`config.mk`:
```
export PLATFORM = sky130hd
export DESIGN_NAME = frac_baud_gen
export DESIGN_NICKNAME = d
export VERILOG_FILES = /design/src/rtl/fbg_pkg.sv /design/src/rtl/fbg_src_sel.sv /design/src/rtl/fbg_frac_div.sv /design/src/rtl/fbg_duty.sv /design/src/rtl/frac_baud_gen.sv
export SDC_FILE = /design/constraint.sdc
export NUM_CORES = 1
export LEC_CHECK = 0
export ABC_AREA = 1
export BUFFER_PORTS_ARGS = -buffer_cell sky130_fd_sc_hd__clkbuf_2
export CAP_MARGIN = 5
export CORE_ASPECT_RATIO = 0.5
export CORE_MARGIN = 2
export CORE_UTILIZATION = 60
export DETAILED_ROUTE_END_ITERATION = 8
export PLACE_DENSITY = 0.84
export SLEW_MARGIN = 20
export SYNTH_ARGS = -nofsm -noshare
export SYNTH_HDL_FRONTEND = slang
export SYNTH_HIERARCHICAL = 1
export SYNTH_SLANG_ARGS = --single-unit
```
`constraint.sdc`:
```
create_clock -name clk -period 9.8 [get_ports clk]
set_input_delay 1.47 -clock clk [delete_from_list [all_inputs] [get_ports clk]]
set_output_delay 1.47 -clock clk [all_outputs]
set_load 0.05 [all_outputs]
```
`src/rtl/fbg_pkg.sv`:
```
package fbg_pkg;
  parameter int CD_W = 16;
  parameter int FP_W = 3;
  parameter int OS_W = 4;

  typedef enum logic [1:0] {
    SRC_SYS = 2'd0,
    SRC_DIV = 2'd1,
    SRC_RSV = 2'd2,
    SRC_EXT = 2'd3
  } src_e;

  typedef struct packed {
    logic [CD_W-1:0] cd;
    logic [FP_W-1:0] fp;
    logic            over8;
    logic            sync;
    src_e            src;
  } cfg_t;

  // accumulator step: carry bit on top of the new phase
  function automatic logic [FP_W:0] acc_step(logic [FP_W-1:0] acc, logic [FP_W-1:0] fp);
    return {1'b0, acc} + {1'b0, fp};
  endfunction

  // source periods in the current divider period
  function automatic logic [CD_W:0] period_len(logic [CD_W-1:0] cd, logic stretch);
    return {1'b0, cd} + {{CD_W{1'b0}}, stretch};
  endfunction

  function automatic logic [OS_W:0] os_ratio(logic over8);
    return over8 ? (OS_W+1)'(8) : (OS_W+1)'(16);
  endfunction
endpackage

```
`src/rtl/fbg_src_sel.sv`:
```
module fbg_src_sel
  import fbg_pkg::*;
#(
  parameter int PREDIV      = 8,
  parameter int SYNC_STAGES = 2
) (
  input  logic clk,
  input  logic rst_n,
  input  src_e src,
  input  logic ext_sck,
  output logic src_en,
  output logic ext_rise,
  output logic ext_lvl
);
  localparam int PW = (PREDIV > 2) ? $clog2(PREDIV) : 1;

  logic [SYNC_STAGES:0] sync_q;
  logic [PW-1:0]        pre_cnt;
  logic                 pre_tick;

  always_ff @(posedge clk or negedge rst_n) begin
    if (!rst_n) sync_q <= '0;
    else        sync_q <= {sync_q[SYNC_STAGES-1:0], ext_sck};
  end

  assign ext_lvl  = sync_q[SYNC_STAGES-1];
  assign ext_rise = sync_q[SYNC_STAGES-1] & ~sync_q[SYNC_STAGES];

  assign pre_tick = (pre_cnt == PW'(PREDIV-1));

  always_ff @(posedge clk or negedge rst_n) begin
    if (!rst_n)        pre_cnt <= '0;
    else if (pre_tick) pre_cnt <= '0;
    else               pre_cnt <= pre_cnt + 1'b1;
  end

  always_comb begin
    case (src)
      SRC_DIV: src_en = pre_tick;
      SRC_EXT: src_en = ext_rise;
      default: src_en = 1'b1;
    endcase
  end

  AST_PREDIV_GAP: assert property (@(posedge clk) disable iff (!rst_n)
    pre_tick |=> !pre_tick);
  AST_EXT_RISE_GAP: assert property (@(posedge clk) disable iff (!rst_n)
    ext_rise |=> !ext_rise);
endmodule

```
`src/rtl/fbg_frac_div.sv`:
```
module fbg_frac_div
  import fbg_pkg::*;
(
  input  logic            clk,
  input  logic            rst_n,
  input  logic            restart,
  input  logic            en,
  input  logic [CD_W-1:0] cd,
  input  logic [FP_W-1:0] fp,
  output logic            wrap,
  output logic [CD_W-1:0] cnt_nxt
);
  logic [CD_W-1:0] cnt_q;
  logic [FP_W-1:0] acc_q;
  logic [FP_W:0]   step;
  logic            stretch;

  // the carry of this period's addition decides its own length
  assign step    = acc_step(acc_q, fp);
  assign stretch = step[FP_W];
  assign wrap    = en && (cd != '0) &&
                   (({1'b0, cnt_q} + 1'b1) == period_len(cd, stretch));

  always_comb begin
    if (restart || wrap)       cnt_nxt = '0;
    else if (en && cd != '0)   cnt_nxt = cnt_q + 1'b1;
    else                       cnt_nxt = cnt_q;
  end

  always_ff @(posedge clk or negedge rst_n) begin
    if (!rst_n) begin
      cnt_q <= '0;
      acc_q <= '0;
    end else begin
      cnt_q <= cnt_nxt;
      if (restart)   acc_q <= '0;
      else if (wrap) acc_q <= step[FP_W-1:0];
    end
  end

  AST_CNT_BOUND: assert property (@(posedge clk) disable iff (!rst_n)
    (cd != '0) |-> (cnt_q <= cd));
  AST_RESTART_CLEARS: assert property (@(posedge clk) disable iff (!rst_n)
    restart |=> (cnt_q == '0 && acc_q == '0));
endmodule

```
`src/rtl/fbg_duty.sv`:
```
module fbg_duty (
  input  logic clk,
  input  logic rst_n,
  input  logic hi_set,
  input  logic odd_half,
  input  logic ext_mode,
  input  logic ext_lvl,
  output logic sck_out
);
  logic hi_q, hi_n, odd_q, ext_mode_q, ext_q;

  always_ff @(posedge clk or negedge rst_n) begin
    if (!rst_n) begin
      hi_q       <= 1'b0;
      odd_q      <= 1'b0;
      ext_mode_q <= 1'b0;
      ext_q      <= 1'b0;
    end else begin
      hi_q       <= hi_set;
      odd_q      <= odd_half;
      ext_mode_q <= ext_mode;
      ext_q      <= ext_lvl;
    end
  end

  // half-cycle tail for odd divisors on the system clock
  always_ff @(negedge clk or negedge rst_n) begin
    if (!rst_n) hi_n <= 1'b0;
    else        hi_n <= hi_q;
  end

  assign sck_out = ext_mode_q ? ext_q : (hi_q | (odd_q & hi_n));
endmodule

```
`src/rtl/frac_baud_gen.sv`:
```
module frac_baud_gen
  import fbg_pkg::*;
#(
  parameter int PREDIV      = 8,
  parameter int SYNC_STAGES = 2
) (
  input  logic        clk,
  input  logic        rst_n,
  input  logic [15:0] cfg_cd,
  input  logic [2:0]  cfg_fp,
  input  logic        cfg_over8,
  input  logic        cfg_sync,
  input  logic [1:0]  cfg_src,
  input  logic        ext_sck,
  output logic        samp_tick,
  output logic        baud_tick,
  output logic        sck_out
);
  cfg_t            live, act_q;
  logic            cd_write, take_cfg, ext_direct;
  logic            src_en, ext_rise, ext_lvl, wrap;
  logic            os_last, samp_evt, baud_evt;
  logic            hi_set, odd_half;
  logic [FP_W-1:0] fp_eff;
  logic [CD_W-1:0] cnt_nxt;
  logic [OS_W-1:0] os_q;

  assign live = '{cd: cfg_cd, fp: cfg_fp, over8: cfg_over8,
                  sync: cfg_sync, src: src_e'(cfg_src)};

  assign cd_write   = (cfg_cd != act_q.cd);
  assign ext_direct = act_q.sync && (act_q.src == SRC_EXT);
  assign fp_eff     = act_q.sync ? '0 : act_q.fp;
  assign os_last    = ({1'b0, os_q} == os_ratio(act_q.over8) - 1'b1);

  assign samp_evt = ext_direct ? src_en : wrap;
  assign baud_evt = ext_direct ? src_en : (wrap && (act_q.sync || os_last));
  assign take_cfg = cd_write || baud_evt || (act_q.cd == '0);

  always_ff @(posedge clk or negedge rst_n) begin
    if (!rst_n) begin
      act_q     <= '0;
      os_q      <= '0;
      samp_tick <= 1'b0;
      baud_tick <= 1'b0;
    end else begin
      if (take_cfg) act_q <= live;
      if (cd_write)                 os_q <= '0;
      else if (wrap && !act_q.sync) os_q <= os_last ? '0 : os_q + 1'b1;
      samp_tick <= samp_evt;
      baud_tick <= baud_evt;
    end
  end

  fbg_src_sel #(.PREDIV(PREDIV), .SYNC_STAGES(SYNC_STAGES)) u_src (
    .clk(clk), .rst_n(rst_n), .src(act_q.src), .ext_sck(ext_sck),
    .src_en(src_en), .ext_rise(ext_rise), .ext_lvl(ext_lvl)
  );

  fbg_frac_div u_div (
    .clk(clk), .rst_n(rst_n), .restart(cd_write), .en(src_en),
    .cd(act_q.cd), .fp(fp_eff), .wrap(wrap), .cnt_nxt(cnt_nxt)
  );

  assign hi_set   = act_q.sync && !ext_direct && (act_q.cd != '0) &&
                    (cnt_nxt < (act_q.cd >> 1));
  assign odd_half = act_q.sync && act_q.cd[0] &&
                    (act_q.src == SRC_SYS || act_q.src == SRC_RSV);

  fbg_duty u_duty (
    .clk(clk), .rst_n(rst_n), .hi_set(hi_set), .odd_half(odd_half),
    .ext_mode(ext_direct), .ext_lvl(ext_lvl), .sck_out(sck_out)
  );

  AST_CD_ZERO_IDLE: assert property (@(posedge clk) disable iff (!rst_n)
    (act_q.cd == '0 && !ext_direct) |=> !samp_tick);
  AST_BAUD_NEEDS_SAMP: assert property (@(posedge clk) disable iff (!rst_n)
    baud_tick |-> samp_tick);
  AST_OS_RANGE: assert property (@(posedge clk) disable iff (!rst_n)
    ({1'b0, os_q} < os_ratio(act_q.over8)));
  AST_EXT_UNUSED_SAMP: assert property (@(posedge clk) disable iff (!rst_n)
    (ext_direct && !ext_rise) |=> !samp_tick);
endmodule

```
; ---- Word level (Yosys, flattened, before mapping)
; Cells that the tools add are included.
[classes]
eq_ne = 7
reduce_logical = 22
order_cmp = 1
muxes = 14
n_bitwise = 4
n_addsub = 7
[ops]
columns = operator, count
row1 = 16-bit two-way mux, 2
row2 = 16-bit by 1-bit adder with 17-bit output, 1
row3 = 16-bit by 1-bit adder with 17-bit output (second input constant), 1
row4 = 17-bit == test, 1
row5 = 16-bit by 1-bit adder with 16-bit output (second input constant), 1
row6 = 16-bit logical NOT, 1
row7 = 16-bit by 15-bit less-than comparator with 1-bit output, 1
row8 = 16-bit != test, 1
row9 = 16-bit nonzero test, 1
row10 = 3-bit two-way mux, 4
row11 = 4-bit two-way mux, 3
row12 = 1-bit logical AND, 10
row13 = 4-bit by 5-bit == test with 1-bit output, 1
row14 = 1-bit logical OR, 5
row15 = 5-bit two-way mux, 1
row16 = 5-bit by 1-bit subtractor with 5-bit output (second input constant), 1
row17 = 3-bit by 3-bit adder with 4-bit output, 1
row18 = 4-bit by 1-bit adder with 4-bit output (second input constant), 1
row19 = 2-bit == test (second input constant), 2
row20 = 2-bit nonzero test, 2
row21 = 3-bit by 1-bit adder with 3-bit output (second input constant), 1
row22 = 3-bit == test (second input constant), 1
row23 = 1-bit two-way mux, 3
row24 = 1-bit bitwise AND, 2
row25 = other kinds (6), 7
[totals]
elab_cells = 72
output_inout_bits = 3
ff_bits = 59

; ---- Depth between registers and ports, before layout
[logic_depth]
depth_word = 9
depth_mapped = 29

; ---- Modules after synthesis
; The synthesis kept the hierarchy.
[modules_own_cells]
columns = mod, seq_area_each_um2, area_each_um2, instances, cells_per_inst
row1 = fbg_frac_div, 475.5, 2570.0, 1, 477
row2 = frac_baud_gen, 725.7, 1904.3, 1, 261
row3 = fbg_src_sel, 150.1, 207.7, 1, 16
row4 = fbg_duty, 125.1, 151.4, 1, 10

==> run_results.csv <==
group,metric,value,unit
power,peakVddDrop,0.0994,mV
die,core,0.00791,mm²
synthesis,avgSynthCellArea,6.33,µm²
worst_setup_path,r2r_slack,4380,ps
route,highest_layer,"met4",
clock_tree,cts_sinks,59,
worst_setup_path,cp_cell_sequence,"nand2_1 -> a21oi_2 -> clkbuf_2",
worst_setup_path,critPathTopFamily,"flip-flops",
worst_setup_path,cp_max_fo,1,
grt,grt_overflow,0,
route,routedWlPerCell,13.5,µm
route,viasPerCell,5.26,
timing,setup_slack,2250,ps
timing,rsz0062_at_grt,"no",
die,core.rowCount,23,
timing,finalSetupViolCount,0,
power,p_per_area,119,mW/mm²
worst_setup_path,endpoint_kind,"output port",
cells_and_area,design_area,0.00532,mm²
power,total_leakage_power,2.93,nW
worst_setup_path,arrival,6080,ps
route,via_count,4733,
synthesis,synth_warnings,6,
route,ant_nets,0,
die,dieArea,0.00882,mm²
clock_tree,ctsHoldBuffers,0,
die,die-height,67.4,µm
cells_and_area,antenna_cells,0,
grt,grt_pass1_vias,4201,
hold_path,min_path_type,"register to register",
synthesis,netlist_area,0.00483,mm²
timing,slew_headroom,41.2,%
job,drv_cap,0,
clock_tree,cts.repair.resized,0,
placement,place_ws,2600,ps
worst_setup_path,crit_buf_inv,1,
grt,grt_max_degree,60,
timing,clock_skew,8.72,ps
cells_and_area,final_nets,833,
route,routed_wl,12.1,mm
placement,post_dp_cell_area,0.00503,mm²
timing,drv_slew,0,
clock_tree,cts_tree,"built",
run_status,status,"finished, final reports clean",
timing,tightest_slew,880,ps
clock_tree,worstSkewPairLatency,330,ps
cells_and_area,area_growth,10.1,%
timing,setup_tns,0,ps
cells_and_area,final_common_cell,"nand2_1",
placement,hpwlAfterDp,9.27,mm
worst_setup_path,max_stage_delay,380,ps
worst_setup_path,critical_path_class,"register to output port",
grt,grt_use_total,29.7,%
die,start_util,61.0,%
placement,portBuffers,28,
worst_setup_path,cp_slowest_cell,"dfrtn_1",
cells_and_area,mostFrequentLayoutCells,"nand2_1 (302), nor2_1 (89), inv_1 (84), dfrtp_1 (58), nand3_1 (50)",
die,die_x,131,µm
cells_and_area,drive_gt1_share,13.3,%
synthesis,syn_inst,762,
cells_and_area,instances_no_fill,899,
worst_setup_path,start_kind,"register",
placement,dp.cells,883,
clock_tree,root_buffer,"clkbuf_16",
grt,grt_pass1_wl,19.9,mm
placement,gp_congestion,0.920,
timing,hold_ws,358,ps
clock_tree,path_clk_slew,50,ps
timing,finalHoldViolCount,0,
worst_setup_path,critPathRequiredTime,8330,ps
route,met2WireLength,5.43,mm
die,pin_count,29,
grt,antenna_found_initial,0,
route,drt_iter0_drc,357,
clock_tree,cts_buffers,9,
synthesis,synthesis.nets,813,
route,routed-wl-met3,989,µm
cells_and_area,final_util,67.2,%
route,drc,0,
power,power,632,µW
clock_tree,cts.htree.levels,3,
cells_and_area,fill_cells,663,
clock_tree,postCtsSetupBuffers,0,
route,drt_pre_antenna_iters,7,
route,wl_met1,5.57,mm
clock_tree,ctsLongestPathBuffers,2,
## worst paths after layout
path	from	to	cells after the start
setup / recovery	u_duty/hi_n	sck_out	3
hold / removal	u_src/sync_q[0]	u_src/sync_q[1]	0
setup reg to reg	u_duty/hi_q	u_duty/hi_n	0
hold reg to reg	u_src/sync_q[0]	u_src/sync_q[1]	0
max in group asynchronous	rst_n	u_duty/hi_n	2
min in group asynchronous	rst_n	u_src/sync_q[0]	2
## routing by layer
metal	vias to the layer above	global-route usage (%)
met1	2139	41.4
met5	-	0
met3	15	6.81
li1	2410	-
met2	169	47.5
met4	0	7.45
## where the power goes
| group | switching (mW) | internal (mW) | leakage, nW |
|---|---|---|---|
| Combinational | 0.0440 | 0.0225 | 2.04 |
| Clock | 0.123 | 0.180 | 0.135 |
| Sequential | 0.0122 | 0.250 | 0.753 |
## registers in the layout, indices dropped and copies added, names as in the netlist
| register | count |
|---|---|
| u_duty/hi_q | 1 |
| u_duty/odd_q | 1 |
| os_q | 4 |
| u_div/cnt_q | 16 |
| u_duty/ext_q | 1 |
| u_div/acc_q | 3 |
| act_q | 23 |
| u_duty/hi_n | 1 |
| u_src/sync_q | 3 |
| samp_tick | 1 |
| u_src/pre_cnt | 3 |
| u_duty/ext_mode_q | 1 |
| baud_tick | 1 |
## area by class of cell
cell class	count	area [µm²]	share of cell area [%]
clock buffers	10	239	4.50
clock inverters	6	50.0	0.942
inverters	97	367	6.90
multi-input cells	586	2900	54.5
flip-flops and latches	59	1480	27.8
well taps	112	140	2.64
repair buffers	29	148	2.78
Power figures use the tool's default switching activity.
